[config.mk]
export PLATFORM = sky130hd
export DESIGN_NAME = pdt_timer
export DESIGN_NICKNAME = d
export VERILOG_FILES = /design/src/rtl/pdt_pkg.sv /design/src/rtl/pdt_prescaler.sv /design/src/rtl/pdt_counter.sv /design/src/rtl/pdt_status.sv /design/src/rtl/pdt_timer.sv
export SDC_FILE = /design/constraint.sdc
export NUM_CORES = 1
export LEC_CHECK = 0
export ABC_AREA = 1
export BUFFER_PORTS_ARGS = -buffer_cell sky130_fd_sc_hd__buf_2
export CAP_MARGIN = 20
export CORE_ASPECT_RATIO = 2
export CORE_UTILIZATION = 60
export CTS_BUF_LIST = sky130_fd_sc_hd__clkbuf_8
export DETAILED_ROUTE_END_ITERATION = 8
export PLACE_DENSITY_LB_ADDON = 0.15
export SLEW_MARGIN = 25
export SYNTH_ARGS = -nofsm -noshare
export SYNTH_HDL_FRONTEND = slang
export SYNTH_SLANG_ARGS = --single-unit
[constraint.sdc]
create_clock -name clk -period 3.5 [get_ports clk]
set_input_delay 0.35 -clock clk [delete_from_list [all_inputs] [get_ports clk]]
set_output_delay 0.35 -clock clk [all_outputs]
set_load 0.02 [all_outputs]
[src/rtl/pdt_pkg.sv]
package pdt_pkg;
    localparam int ADDR_W = 3;
    localparam int PRE_W  = 8;
    localparam int CTRL_W = 16;

    typedef enum logic [ADDR_W-1:0] {
        SEL_LOAD  = 3'd0,
        SEL_COUNT = 3'd1,
        SEL_CTRL  = 3'd2,
        SEL_STAT  = 3'd3
    } reg_sel_e;

    // Control word layout: bit 0 enable, bit 1 auto-reload, bits 15:8 divider.
    typedef struct packed {
        logic [PRE_W-1:0] divider;
        logic [5:0]       rsvd;
        logic             reload;
        logic             enable;
    } ctrl_t;

    function automatic ctrl_t word_to_ctrl(input logic [CTRL_W-1:0] w);
        ctrl_t c;
        c         = ctrl_t'(w);
        c.rsvd    = '0;
        return c;
    endfunction
endpackage

[src/rtl/pdt_prescaler.sv]
module pdt_prescaler #(
    parameter int PRE_W = 8
) (
    input  logic             clk,
    input  logic             rst,
    input  logic             run,
    input  logic             restart,
    input  logic [PRE_W-1:0] limit,
    output logic             tick
);
    logic [PRE_W-1:0] phase_q;

    assign tick = run && !restart && (phase_q >= limit);

    always_ff @(posedge clk) begin
        if (rst || !run || restart) begin
            phase_q <= '0;
        end else if (phase_q >= limit) begin
            phase_q <= '0;
        end else begin
            phase_q <= phase_q + 1'b1;
        end
    end

    // with a non-zero divider, ticks are never in consecutive cycles
    a_r2_tick_spacing: assert property (@(posedge clk) disable iff (rst)
        (tick && limit != '0) |=> (!tick || $changed(limit)));
endmodule

[src/rtl/pdt_counter.sv]
module pdt_counter #(
    parameter int DATA_W = 32
) (
    input  logic              clk,
    input  logic              rst,
    input  logic              wr_count,
    input  logic [DATA_W-1:0] wr_val,
    input  logic              arm_reload,
    input  logic [DATA_W-1:0] load_val,
    input  logic              reload_en,
    input  logic              tick,
    output logic [DATA_W-1:0] count,
    output logic              expire
);
    logic [DATA_W-1:0] count_q;

    assign count  = count_q;
    assign expire = tick && (count_q == DATA_W'(1));

    always_ff @(posedge clk) begin
        if (rst) begin
            count_q <= '0;
        end else if (wr_count) begin
            count_q <= wr_val;
        end else if (arm_reload) begin
            count_q <= load_val;
        end else if (expire) begin
            count_q <= reload_en ? load_val : '0;
        end else if (tick && count_q != '0) begin
            count_q <= count_q - 1'b1;
        end
    end

    // one-shot expiry leaves the count at zero
    a_r3_stop_at_zero: assert property (@(posedge clk) disable iff (rst)
        (expire && !reload_en && !wr_count) |=> (count_q == '0));
    // auto-reload expiry refills from the reload value
    a_r3_refill: assert property (@(posedge clk) disable iff (rst)
        (expire && reload_en && !wr_count) |=> (count_q == $past(load_val)));
    // no tick and no write means the count holds
    a_r7_hold: assert property (@(posedge clk) disable iff (rst)
        (!tick && !wr_count && !arm_reload) |=> $stable(count_q));
endmodule

[src/rtl/pdt_status.sv]
module pdt_status (
    input  logic clk,
    input  logic rst,
    input  logic set,
    input  logic clr,
    output logic flag
);
    logic flag_q;

    assign flag = flag_q;

    always_ff @(posedge clk) begin
        if (rst) begin
            flag_q <= 1'b0;
        end else if (set) begin
            flag_q <= 1'b1;
        end else if (clr) begin
            flag_q <= 1'b0;
        end
    end

    // an expiry always leaves the flag set, even against a clear
    a_r8_set_wins: assert property (@(posedge clk) disable iff (rst)
        set |=> flag_q);
    // a clear without an expiry drops the flag
    a_r8_clear: assert property (@(posedge clk) disable iff (rst)
        (clr && !set) |=> !flag_q);
endmodule

[src/rtl/pdt_timer.sv]
module pdt_timer
    import pdt_pkg::*;
#(
    parameter int DATA_W = 32
) (
    input  logic              clk,
    input  logic              rst,
    input  logic              wr_en,
    input  logic [2:0]        addr,
    input  logic [DATA_W-1:0] wdata,
    output logic [DATA_W-1:0] rdata,
    output logic              irq
);
    logic [DATA_W-1:0] load_q;
    ctrl_t             ctrl_q;
    ctrl_t             ctrl_new;
    logic [DATA_W-1:0] count;
    logic              wr_load, wr_cnt, wr_ctrl, wr_stat;
    logic              enable_rise, arm_reload, restart, run;
    logic              tick, expire, flag;

    assign wr_load  = wr_en && (reg_sel_e'(addr) == SEL_LOAD);
    assign wr_cnt   = wr_en && (reg_sel_e'(addr) == SEL_COUNT);
    assign wr_ctrl  = wr_en && (reg_sel_e'(addr) == SEL_CTRL);
    assign wr_stat  = wr_en && (reg_sel_e'(addr) == SEL_STAT);
    assign ctrl_new = word_to_ctrl(wdata[CTRL_W-1:0]);

    assign enable_rise = wr_ctrl && ctrl_new.enable && !ctrl_q.enable;
    assign arm_reload  = enable_rise && (count == '0) && ctrl_new.reload;
    assign restart     = enable_rise || (ctrl_q.enable && (wr_load || wr_cnt));
    assign run         = ctrl_q.enable && (count != '0);

    always_ff @(posedge clk) begin
        if (rst) begin
            load_q <= '0;
            ctrl_q <= '0;
        end else begin
            if (wr_load) load_q <= wdata;
            if (wr_ctrl) ctrl_q <= ctrl_new;
        end
    end

    pdt_prescaler #(.PRE_W(PRE_W)) u_prescaler (
        .clk     (clk),
        .rst     (rst),
        .run     (run),
        .restart (restart),
        .limit   (ctrl_q.divider),
        .tick    (tick)
    );

    pdt_counter #(.DATA_W(DATA_W)) u_counter (
        .clk        (clk),
        .rst        (rst),
        .wr_count   (wr_load || wr_cnt),
        .wr_val     (wdata),
        .arm_reload (arm_reload),
        .load_val   (load_q),
        .reload_en  (ctrl_q.reload),
        .tick       (tick),
        .count      (count),
        .expire     (expire)
    );

    pdt_status u_status (
        .clk  (clk),
        .rst  (rst),
        .set  (expire),
        .clr  (wr_stat && wdata[0]),
        .flag (flag)
    );

    assign irq = flag;

    always_comb begin
        rdata = '0;
        case (reg_sel_e'(addr))
            SEL_LOAD:  rdata = load_q;
            SEL_COUNT: rdata = (ctrl_q.enable && count != '0) ? count : '0;
            SEL_CTRL:  rdata = DATA_W'(ctrl_q);
            SEL_STAT:  rdata = DATA_W'(flag);
            default:   rdata = '0;
        endcase
    end

    // the interrupt is up in the cycle after any expiry
    a_r8_irq_on_expiry: assert property (@(posedge clk) disable iff (rst)
        expire |=> irq);
    // writes to unused indices leave reload and control untouched
    a_r1_unused_ignored: assert property (@(posedge clk) disable iff (rst)
        (wr_en && addr[2]) |=> ($stable(load_q) && $stable(ctrl_q)));
endmodule

==> run summary <==
Timing analysis after detailed placement gives a worst setup slack of 0.733 ns. Setup slack on the critical path of the routed design comes to 0.364 ns. The tools report the number of diodes added for antenna fixing as 0. Number of levels in the clock H-tree: 3.

Cell count along the critical path: 12. The congestion estimate from routability-driven global placement came to 0.929. For this run, the post-layout net count is 1034.

Along the worst hold path, the cell count comes to 2. The cell count of the worst reg-to-reg path works out to 13. The horizontal die dimension was 71.5 µm; the die height was 141 µm.

The synthesized design contains 83 register bits. In this run, CTS created clock tree buffers numbering 9. The critical path is of the reg -> out type. The number of max-slew violations in the final report is 0, and the number of placed cells counting well taps is 1077. The cell type of the slowest stage on the worst timing path is nand2_1. The simple-gate area share of the yosys netlist came out at 32.4%. The path category of the worst min-delay check was in -> reg. The run gives 0 as the number of max-capacitance violations reported. The run finished with clean final reports. The tools report the cell chosen for the clock root as clkbuf_8. Summing over every cut layer, the via total after detailed routing is 6305.

After synthesis, the largest family of logic cells by area is simple AND/OR/NAND/NOR gates. For this block, the initial DRC count from the detailed router was 460. Number of sinks handled by clock tree synthesis: 83. Setup repair after global routing left no endpoint under its margin. Summing the areas of all xor and xnor instances in the mapped netlist gives 4.38% of the synthesized area. The buffers plus inverters on the worst setup path is 3, and the post-CTS setup repair buffer count is 0.

Input and output buffers added on the ports amount to 70. The finished layout holds 1093 standard cells, fillers aside. In this run the worst path has a maximum fanout of 13. The synthesis-to-finish area growth is 9.59%, and the hold-fix buffer count after cts is 0. Entering global routing, the biggest net connects 58 pins. The worst path uses 89.6% of the clock period. For this run, the detailed router's first-pass iteration total came to 5. The routed design has 17.1 mm of wire. Summed over all cells, the static leakage comes to 2.92 nW. The final setup violation count was 0; the arrival time of the worst setup path was 2.79 ns. The run gives 6112 as the number of global-route vias before repair. The kind of cell with the highest combined delay along the critical path is simple AND/OR/NAND/NOR gates. For the die area, the log shows 10100 µm². Once detail routing completed, the nets flagged for antenna violations numbered 0. STA classifies the critical path startpoint as a flop. For the source-to-sink clock delay at the later pin of the worst-skew pair, the log shows 0.38 ns.

The sequential standard cell area is 1660 µm². The floorplan step defined a core boundary enclosing 9380 µm². The tools report the number of nets in the synthesized netlist as 989.

Clock-pin slew was measured on the worst setup and hold paths at 0.09 ns. TritonCTS built the clock tree. The startpoint identified for the worst register-to-register timing path is ctrl_q[15]. After detailed routing, the average wire length per cell comes to 15.6 µm. The hold violation count in the final report is 0, and the total negative slack for setup checks is 0 ns.

For the synthesized area, the log shows 5790 µm². For the remaining global-route overflow, the log shows 0. Derived from the worst setup path, the maximum achievable clock frequency is 319 MHz.

Counting every instance in the synthesized netlist gives 939. The fraction of layout cells with a size suffix above 1 works out to 14.4%. The tools report the last element of the critical path as rdata[13]. The sum of net half-perimeters after detailed placement was 12.2 mm; the post-synthesis average cell area was 6.17 µm².

For this run, design rule violations remaining after detail routing come to 0. The reg-to-reg setup timing slack is 0.96 ns, and the instance area after placement is 6170 µm². Summing the areas of all fa, ha and maj instances in the mapped netlist gives 2.59% of the synthesized area. Walking the worst path, the cells encountered are inv_1, ha_1, nand2_1, nor2_1, nand2_2, nor2_4, nor2_2, nand2_1, inv_2, nand2_1, o221ai_1, buf_2. Worst slew margin relative to its limit: 40.7%. Once the floorplan was initialized, standard cells occupied 61.7% of the core.

Counting distinct cell types in the post-synthesis netlist gives 32. Yosys printed 0 warnings. Maximum single-stage delay on the critical path: 0.41 ns.

The footprint of the multi-input gates came out at 3420 µm². The source of the critical timing path is u_counter.count[0]. The share of the synthesized area in compound gates (AO/OA/AOI/OAI) came out at 19.6%. The worst setup path is captured at an output port.

For the required time of the critical path, the log shows 3.15 ns. For the part of the Yosys area used for sequential elements, the log shows 28.7%. The initial antenna violation count is 0. Cell occurring most often along the worst timing path: nand2_1. The power per cell area was 370 nW/µm²; the combined global-route utilization of all metal layers was 35.6%. The transition at the pin with the smallest max-transition slack was 0.884 ns; the fraction of synthesized area in multiplexers was 0%.

The endpoint of the worst-slack reg-to-reg timing path was u_counter.count[7]. The filler cells instantiated in the layout total 909. The first global-routing pass estimated 28.2 mm of wire. VDD sags by at most 0.000259 V. Clock skew on the completed layout was measured at 0.0138 ns.

Dividing the detail-routed via count by the number of cells gives 5.77. Maximum number of buffers from clock root to sink: 2. The I/O pin count came out at 71. The post-cts repair resize count is 0, and the clock period minus worst slack is 3.14 ns. The post-layout instance area is 6350 µm².

Row generation in the floorplan step produced 50 rows.
==> cell usage after synthesis <==
master / number / share of area [%]
xnor2_1: 3 / 0.45
buf_1: 3 / 0.19
nor2_4: 7 / 1.4
clkbuf_1: 30 / 1.9
inv_1: 125 / 8.1
nor3b_1: 1 / 0.13
o21ai_1: 4 / 0.35
nor4_1: 2 / 0.22
o21ai_0: 106 / 9.2
buf_2: 17 / 1.5
nand4_4: 1 / 0.37
xor2_1: 26 / 3.9
nor2_2: 5 / 0.54
o22ai_1: 18 / 1.9
nor3_1: 3 / 0.26
ha_1: 12 / 2.6
nand2_1: 212 / 14
nand2_2: 4 / 0.43
o221ai_1: 9 / 1.4
nand3_4: 1 / 0.30
dfxtp_1: 83 / 29
nor2_1: 65 / 4.2
nand4_1: 7 / 0.76
or2_0: 9 / 0.97
nand3_2: 1 / 0.17
a21oi_1: 79 / 6.8
nor3_4: 1 / 0.28
inv_2: 7 / 0.45
nand3_1: 81 / 7.0
or2_2: 14 / 1.5
nand2_4: 1 / 0.19
clkinv_1: 2 / 0.13
==> worst reg2reg max path: stages, from the launching register on <==
cell and delay, ns:
dfxtp_1 0.32, inv_1 0.07, ha_1 0.30, nand2_1 0.07
nor2_1 0.18, nand2_1 0.08, nand2_1 0.13, inv_1 0.09
nor2_2 0.45, nor2_2 0.12, inv_2 0.08, buf_4 0.29
o21ai_0 0.16, a21oi_1 0.14
==> cell type report <==
cell class                      instances  share of cell area (%)
Multi-Input combinational cell        672                    53.9
Sequential cell                        83                    26.2
Inverter                              134                    7.92
Timing Repair Buffer                   84                    7.17
Clock buffer                           11                    2.38
Tap cell                              104                    2.05
Clock inverter                          5                   0.433
==> flip-flops by register name (all words and copies together) (netlist names) <==
name / flops
load_q: 32
u_counter.count: 32
ctrl_q: 10
u_status.flag: 1
u_prescaler.phase_q: 8
==> cell usage in the layout, fill, tap and decap left out, types with 2 or more instances in the layout <==
master    Yosys  final
o21ai_1       4      4
nor2_1       65     65
nand2_2       4      4
nand3_1      81     81
nor2_4        7      7
dfxtp_1      83     83
o22ai_1      18     18
nand2_1     212    212
nor4_1        2      2
nor3_1        3      3
inv_2         7      7
a21oi_1      79     79
inv_1       125    125
clkinv_2      0      4
nand4_1       7      7
buf_2        17     70
clkbuf_8      0     11
ha_1         12     12
xnor2_1       3      3
nor2_2        5      5
or2_2        14     14
o221ai_1      9      9
buf_4         0     14
o21ai_0     106    106
or2_0         9      9
xor2_1       26     26
clkinv_1      2      2
==> cell families (layout without fill, tap and decap cells) <==
family	count (synthesis)	after routing
AND/OR/NAND/NOR	415	415
adder cells (fa/ha/maj)	12	12
buffers and inverters	184	234
flip-flops	83	83
XOR/XNOR	29	29
AO/OA/AOI/OAI	216	216
==> routing by layer <==
layer,vias to the layer above,wire [µm],global-route usage [%],part of all wire [%]
met5,-,0,0,0
met4,0,1020,24.1,6.0
met3,79,826,5.79,4.8
met2,237,9140,63.8,53
met1,2877,6100,37.2,36
li1,3112,-,-,-
==> power by group <==
part / leakage (nW) / total (W) / internal, W / switching [W]
combinational: 2.15 / 0.000648 / 0.000226 / 0.000422
clock: 0.0949 / 0.000668 / 0.000292 / 0.000376
sequential: 0.676 / 0.00103 / 0.000986 / 0.0000451
==> per-stage QoR <==
| step | util (%) | total power, W | hold slack, ns |
|---|---|---|---|
| after floorplan | - | 0.00152 | 0.419 |
| after global placement | 65.8 | 0.00168 | 0.440 |
| after detailed placement | 65.8 | 0.00169 | 0.456 |
| after CTS | 67.7 | 0.00234 | 0.211 |
| after global routing | 67.7 | 0.00248 | 0.218 |
| final | 67.7 | 0.00235 | 0.214 |
==> worst min-delay path by stage <==
stage                                 startpoint                endpoint  slack [ns]
final                                        rst               ctrl_q[0]        0.21
after global placement    u_prescaler.phase_q[0]  u_prescaler.phase_q[0]        0.44
after CTS                                    rst           u_status.flag        0.21
after detailed placement  u_prescaler.phase_q[0]  u_prescaler.phase_q[0]        0.46
after floorplan                              rst               ctrl_q[0]        0.42
after global routing                         rst           u_status.flag        0.22
Note: power is estimated with default switching activity, not from simulation.
